## src/rtl/hiz_sup_pkg.sv

```systemverilog
package hiz_sup_pkg;
  typedef enum logic [1:0] {
    PWM_LOW  = 2'b00,
    PWM_MID  = 2'b01,
    PWM_HIGH = 2'b10,
    PWM_RSV  = 2'b11
  } pwm_lvl_e;

  function automatic logic lvl_is_mid(logic [1:0] lvl);
    return (lvl == PWM_MID) || (lvl == PWM_RSV);
  endfunction
endpackage

```

## src/rtl/hiz_pwm_edge.sv

```systemverilog
module hiz_pwm_edge
  import hiz_sup_pkg::*;
(
  input  logic       clk_i,
  input  logic       rst_ni,
  input  logic       clr_i,
  input  logic [1:0] lvl_i,
  output logic       to_low_o,
  output logic       left_mid_o
);
  logic [1:0] prev_q;

  // a parked input sits mid-window, so start from there
  always_ff @(posedge clk_i or negedge rst_ni) begin
    if (!rst_ni)    prev_q <= PWM_MID;
    else if (clr_i) prev_q <= PWM_MID;
    else            prev_q <= lvl_i;
  end

  assign to_low_o   = (lvl_i == PWM_LOW) && (prev_q != PWM_LOW);
  assign left_mid_o = lvl_is_mid(prev_q) && !lvl_is_mid(lvl_i);
endmodule

```

## src/rtl/hiz_holdoff_timer.sv

```systemverilog
module hiz_holdoff_timer #(
  parameter int unsigned HOLDOFF = 8
) (
  input  logic clk_i,
  input  logic rst_ni,
  input  logic run_i,
  output logic expire_o
);
  localparam int unsigned CW = $clog2(HOLDOFF + 1);
  localparam logic [CW-1:0] LIM = CW'(HOLDOFF - 1);

  logic [CW-1:0] cnt_q;

  always_ff @(posedge clk_i or negedge rst_ni) begin
    if (!rst_ni)            cnt_q <= '0;
    else if (!run_i)        cnt_q <= '0;
    else if (cnt_q == LIM)  cnt_q <= '0;
    else                    cnt_q <= cnt_q + 1'b1;
  end

  assign expire_o = run_i && (cnt_q == LIM);

  p_cnt_bound_r4: assert property (@(posedge clk_i) disable iff (!rst_ni)
    cnt_q <= LIM);
  p_cnt_restart_r5: assert property (@(posedge clk_i) disable iff (!rst_ni)
    !run_i |=> cnt_q == '0);
endmodule

```

## src/rtl/hiz_ovp_latch.sv

```systemverilog
module hiz_ovp_latch (
  input  logic clk_i,
  input  logic rst_ni,
  input  logic clr_i,
  input  logic arm_i,
  input  logic trip_i,
  input  logic release_i,
  output logic latch_o
);
  logic latch_q;

  always_ff @(posedge clk_i or negedge rst_ni) begin
    if (!rst_ni)                latch_q <= 1'b0;
    else if (clr_i)             latch_q <= 1'b0;
    else if (release_i)         latch_q <= 1'b0;
    else if (arm_i && trip_i)   latch_q <= 1'b1;
  end

  assign latch_o = latch_q;

  p_arm_only_hiz_r7: assert property (@(posedge clk_i) disable iff (!rst_ni)
    $rose(latch_q) |-> $past(arm_i));
  p_supply_clear_r10: assert property (@(posedge clk_i) disable iff (!rst_ni)
    clr_i |=> !latch_q);
endmodule

```

## src/rtl/hiz_ovp_supervisor.sv

```systemverilog
module hiz_ovp_supervisor
  import hiz_sup_pkg::*;
#(
  parameter int unsigned HOLDOFF = 8
) (
  input  logic       clk_i,
  input  logic       rst_ni,
  input  logic       uvlo_ok_i,
  input  logic       en_i,
  input  logic [1:0] pwm_lvl_i,
  input  logic       phase_ov_i,
  output logic       run_enable_o,
  output logic       force_ls_on_o,
  output logic       hiz_o
);
  logic hiz_q;
  logic to_low, left_mid, expire, ovp;
  logic supply_lost;
  logic count_run;

  assign supply_lost = !uvlo_ok_i;
  assign count_run   = uvlo_ok_i && en_i && !hiz_q && lvl_is_mid(pwm_lvl_i);

  hiz_pwm_edge u_edge (
    .clk_i      (clk_i),
    .rst_ni     (rst_ni),
    .clr_i      (supply_lost),
    .lvl_i      (pwm_lvl_i),
    .to_low_o   (to_low),
    .left_mid_o (left_mid)
  );

  hiz_holdoff_timer #(.HOLDOFF(HOLDOFF)) u_timer (
    .clk_i    (clk_i),
    .rst_ni   (rst_ni),
    .run_i    (count_run),
    .expire_o (expire)
  );

  hiz_ovp_latch u_ovp (
    .clk_i     (clk_i),
    .rst_ni    (rst_ni),
    .clr_i     (supply_lost),
    .arm_i     (hiz_q),
    .trip_i    (phase_ov_i),
    .release_i (left_mid),
    .latch_o   (ovp)
  );

  always_ff @(posedge clk_i or negedge rst_ni) begin
    if (!rst_ni)                   hiz_q <= 1'b1;
    else if (supply_lost)          hiz_q <= 1'b1;
    else if (!en_i)                hiz_q <= 1'b1;
    else if (hiz_q && to_low)      hiz_q <= 1'b0;
    else if (expire)               hiz_q <= 1'b1;
  end

  // clamp outranks the all-off status
  assign force_ls_on_o = uvlo_ok_i && ovp;
  assign hiz_o         = supply_lost || (hiz_q && !ovp);
  assign run_enable_o  = uvlo_ok_i && !hiz_q && !ovp;

  p_lockout_off_r1: assert property (@(posedge clk_i) disable iff (!rst_ni)
    !uvlo_ok_i |-> hiz_o && !force_ls_on_o && !run_enable_o);
  p_disable_hiz_r3: assert property (@(posedge clk_i) disable iff (!rst_ni)
    (uvlo_ok_i && !en_i) |=> hiz_q);
  p_exit_on_low_r6: assert property (@(posedge clk_i) disable iff (!rst_ni)
    $fell(hiz_q) |-> ($past(pwm_lvl_i) == PWM_LOW) && $past(en_i));
  p_run_exclusive_r11: assert property (@(posedge clk_i) disable iff (!rst_ni)
    run_enable_o |-> !hiz_o && !force_ls_on_o);
endmodule

```

## config.mk

```make
export PLATFORM = sky130hd
export DESIGN_NAME = hiz_ovp_supervisor
export DESIGN_NICKNAME = d
export VERILOG_FILES = /design/src/rtl/hiz_sup_pkg.sv /design/src/rtl/hiz_pwm_edge.sv /design/src/rtl/hiz_holdoff_timer.sv /design/src/rtl/hiz_ovp_latch.sv /design/src/rtl/hiz_ovp_supervisor.sv
export SDC_FILE = /design/constraint.sdc
export NUM_CORES = 1
export LEC_CHECK = 0
export BUFFER_PORTS_ARGS = -buffer_cell sky130_fd_sc_hd__buf_2
export CORE_AREA = 3 3 40 42
export CTS_CLUSTER_SIZE = 25
export DETAILED_ROUTE_END_ITERATION = 10
export DIE_AREA = 0 0 43 45
export SETUP_SLACK_MARGIN = 0.15
export SYNTH_ARGS = -nofsm -noshare
export SYNTH_HDL_FRONTEND = slang
export SYNTH_SLANG_ARGS = --single-unit
```

## constraint.sdc

```tcl
create_clock -name clk_i -period 1 [get_ports clk_i]
set_input_delay 0.2 -clock clk_i [delete_from_list [all_inputs] [get_ports clk_i]]
set_output_delay 0.2 -clock clk_i [all_outputs]
set_load 0.01 [all_outputs]
```

==> flow_summary.yaml <==
route:
  wl_per_cell_um: 10.8
  drtIter0Drc: 3
  num_vias: 282
  route.detailed.drc: 0
  via_per_inst: 4.34
  routed_wl_um: 701
  firstDrtPassIters: 3
  antenna_left: 0
floorplan:
  coreArea_mm2: 0.00128
  num_io_pins: 10
  die_w_um: 43
  rows: 13
  die_h_um: 45
  start_util_pct: 28.3
  die_area_mm2: 0.00194
placed_design:
  dpl.hpwl_um: 511
  placed_area_um2: 440
  place.port_buffers: 9
  placedCellCount: 58
  gp_congestion: 0.629
grt:
  grt.overflow.total: 0
  track_usage_pct: 8.58
  antenna_found_initial: 0
  grt_pass1_vias: 301
  grt_pass1_wl_um: 1190
  grt_start_max_net_pins: 9
layout:
  insertedDiodeCount: 0
  drive_gt1_share_pct: 50.0
  nFillCells: 136
  final_cells: 65
  fin_nets: 60
  final_area_um2: 505
  area_growth_pct: 38.8
run:
  maxCapViolCount: 0
logic_synthesis:
  syn_nets: 41
  synthArstFlopShare_pct: 100
  ys_seq_area_share_pct: 55.7
  synth-edff-count: 0
  avgSynthCellArea_um2: 11.0
  yosys_register_bits: 8
  synthCells: 33
  ys_warn_count: 0
  synth_cell_types: 18
  synthFlopType: "dfrtp_1"
  synth_area_um2: 364
worst_setup_path:
  crit_type: "reg2out"
  startpoint_type: "register"
  cp_data_arrival_time_ns: 1.06
  critPathCaptureType: "primary output"
  cpPeakStageDelay_ns: 0.55
  path_max_fanout: 3
  slowest_stage: "dfstp_2"
  path_delay_family: "flip-flops"
  critical_path_buf_inv_count: 2
  required_ns: 0.80
  path_cells: "inv_2, o21ai_2, buf_2"
timing:
  min_period_ns: 1.26
  max_freq_mhz: 794
  finalCritPeriodShare_pct: 126
  hold_viol: 0
  maxSlewViolCount: 0
  totalNegativeSetupSlack_ns: -1.20
  rsz0062_at_grt: "true"
  relSlewSlack_pct: 88.2
  skew_ns: 0.00599
  hold_slack_ns: 0.138
  setup_ws_ns: -0.259
  finalSetupViolCount: 8
  tightest_slew_ns: 0.177
pwr:
  max-vdd-ir-drop_mv: 0.465
  p_leak_nw: 0.261
  power_density_mw_per_mm2: 1260
  finalPower_uw: 638
min_path:
  hp-class: "in2reg"
cts:
  clk_pin_slew_ns: 0.05
  cts_max_level: 1
  clockBufferDepth: 2
  cts.root.buffer_cell: "clkbuf_4"
  cts_tree: "built"
  cts_made_buffers: 3
  clk_latency_ns: 0.24
  cts_num_sinks: 8
run_status:
  outcome: "finished, violations left"
  failed_checks: "negative setup slack"
## cell families after synthesis
group,count (synthesis),share of synthesized area (%)
fa+ha+maj,1,3.44
compound gates,6,9.62
xor+xnor,2,4.81
flops,8,55.7
simple gates,14,24.4
buf+inv,2,2.06
## cell type report
class	instances	area (µm²)	share of cell area [%]
clock buffer	3	22.5	4.46
inverter	2	7.51	1.49
multi-input combinational	23	163	32.2
sequential	8	203	40.1
tap	15	18.8	3.71
timing repair buffer	14	91.3	18.1
## state kept, by name (all words and copies together) (netlist names)
register and count:
u_edge.prev_q 2, hiz_q 1, u_timer.cnt_q 4, u_ovp.latch_o 1
## path summary, 6_finish.rpt
path                                  start          endpoint  slack [ns]  depth (start not counted)
max                                   hiz_q             hiz_o       -0.26                          3
min                                    en_i             hiz_q        0.14                          2
max reg2reg                           hiz_q  u_timer.cnt_q[1]       -0.13                          3
min reg2reg                u_timer.cnt_q[3]  u_timer.cnt_q[3]        0.56                          2
max in group asynchronous            rst_ni  u_edge.prev_q[0]        0.44                          2
min in group asynchronous            rst_ni     u_ovp.latch_o        0.32                          2
## cells in the mapped netlist (all sizes together) (2+ instances only)
library cell  instances  share of area (%)
a21oi                 2                2.7
and2                  5                 10
dfrtp                 6                 41
dfstp                 2                 14
inv                   2                2.1
nor2                  3                3.1
o21ai                 2                2.7
xor2                  2                4.8
## report_power, final
| group | total [mW] | switching (mW) | internal [mW] |
|---|---|---|---|
| clock | 0.232 | 0.0956 | 0.136 |
| combinational | 0.0635 | 0.0289 | 0.0346 |
| sequential | 0.342 | 0.00661 | 0.336 |
## per-layer routing
layer / track usage, % / up-vias / routed length [µm]
met4: 3.61 / 0 / 0
met5: 0 / - / 0
met3: 3.59 / 0 / 58
met2: 12.3 / 10 / 296
li1: - / 145 / -
met1: 11.4 / 127 / 346
## stage by stage
step | util (%) | worst slack [ns]
2_1_floorplan | - | 0.0168
3_3_place_gp | 34.3 | -0.0507
3_5_place_dp | 34.3 | -0.0602
4_1_cts | 38.5 | -0.272
5_1_grt | 39.3 | -0.313
6_report | 39.3 | -0.259
## what timing repair did
item | CTS | global route
setup buffers | 2 | 1
hold endpoints to repair | 6 | 0
setup endpoints to repair | 9 | 9
resized for setup | 3 | 1
gates cloned | 0 | 0
hold buffers | 1 | 0
pin swaps | 6 | 3
## cells in the final DEF, fill, tap and decap left out, types with 2 or more instances in the layout
master,n
buf_4,4
dfrtp_1,6
and2_2,2
xor2_1,2
clkbuf_4,3
dfstp_2,2
a21oi_1,2
buf_2,8
and2_4,2
nor2_1,3
(Power assumes the default switching activity.)
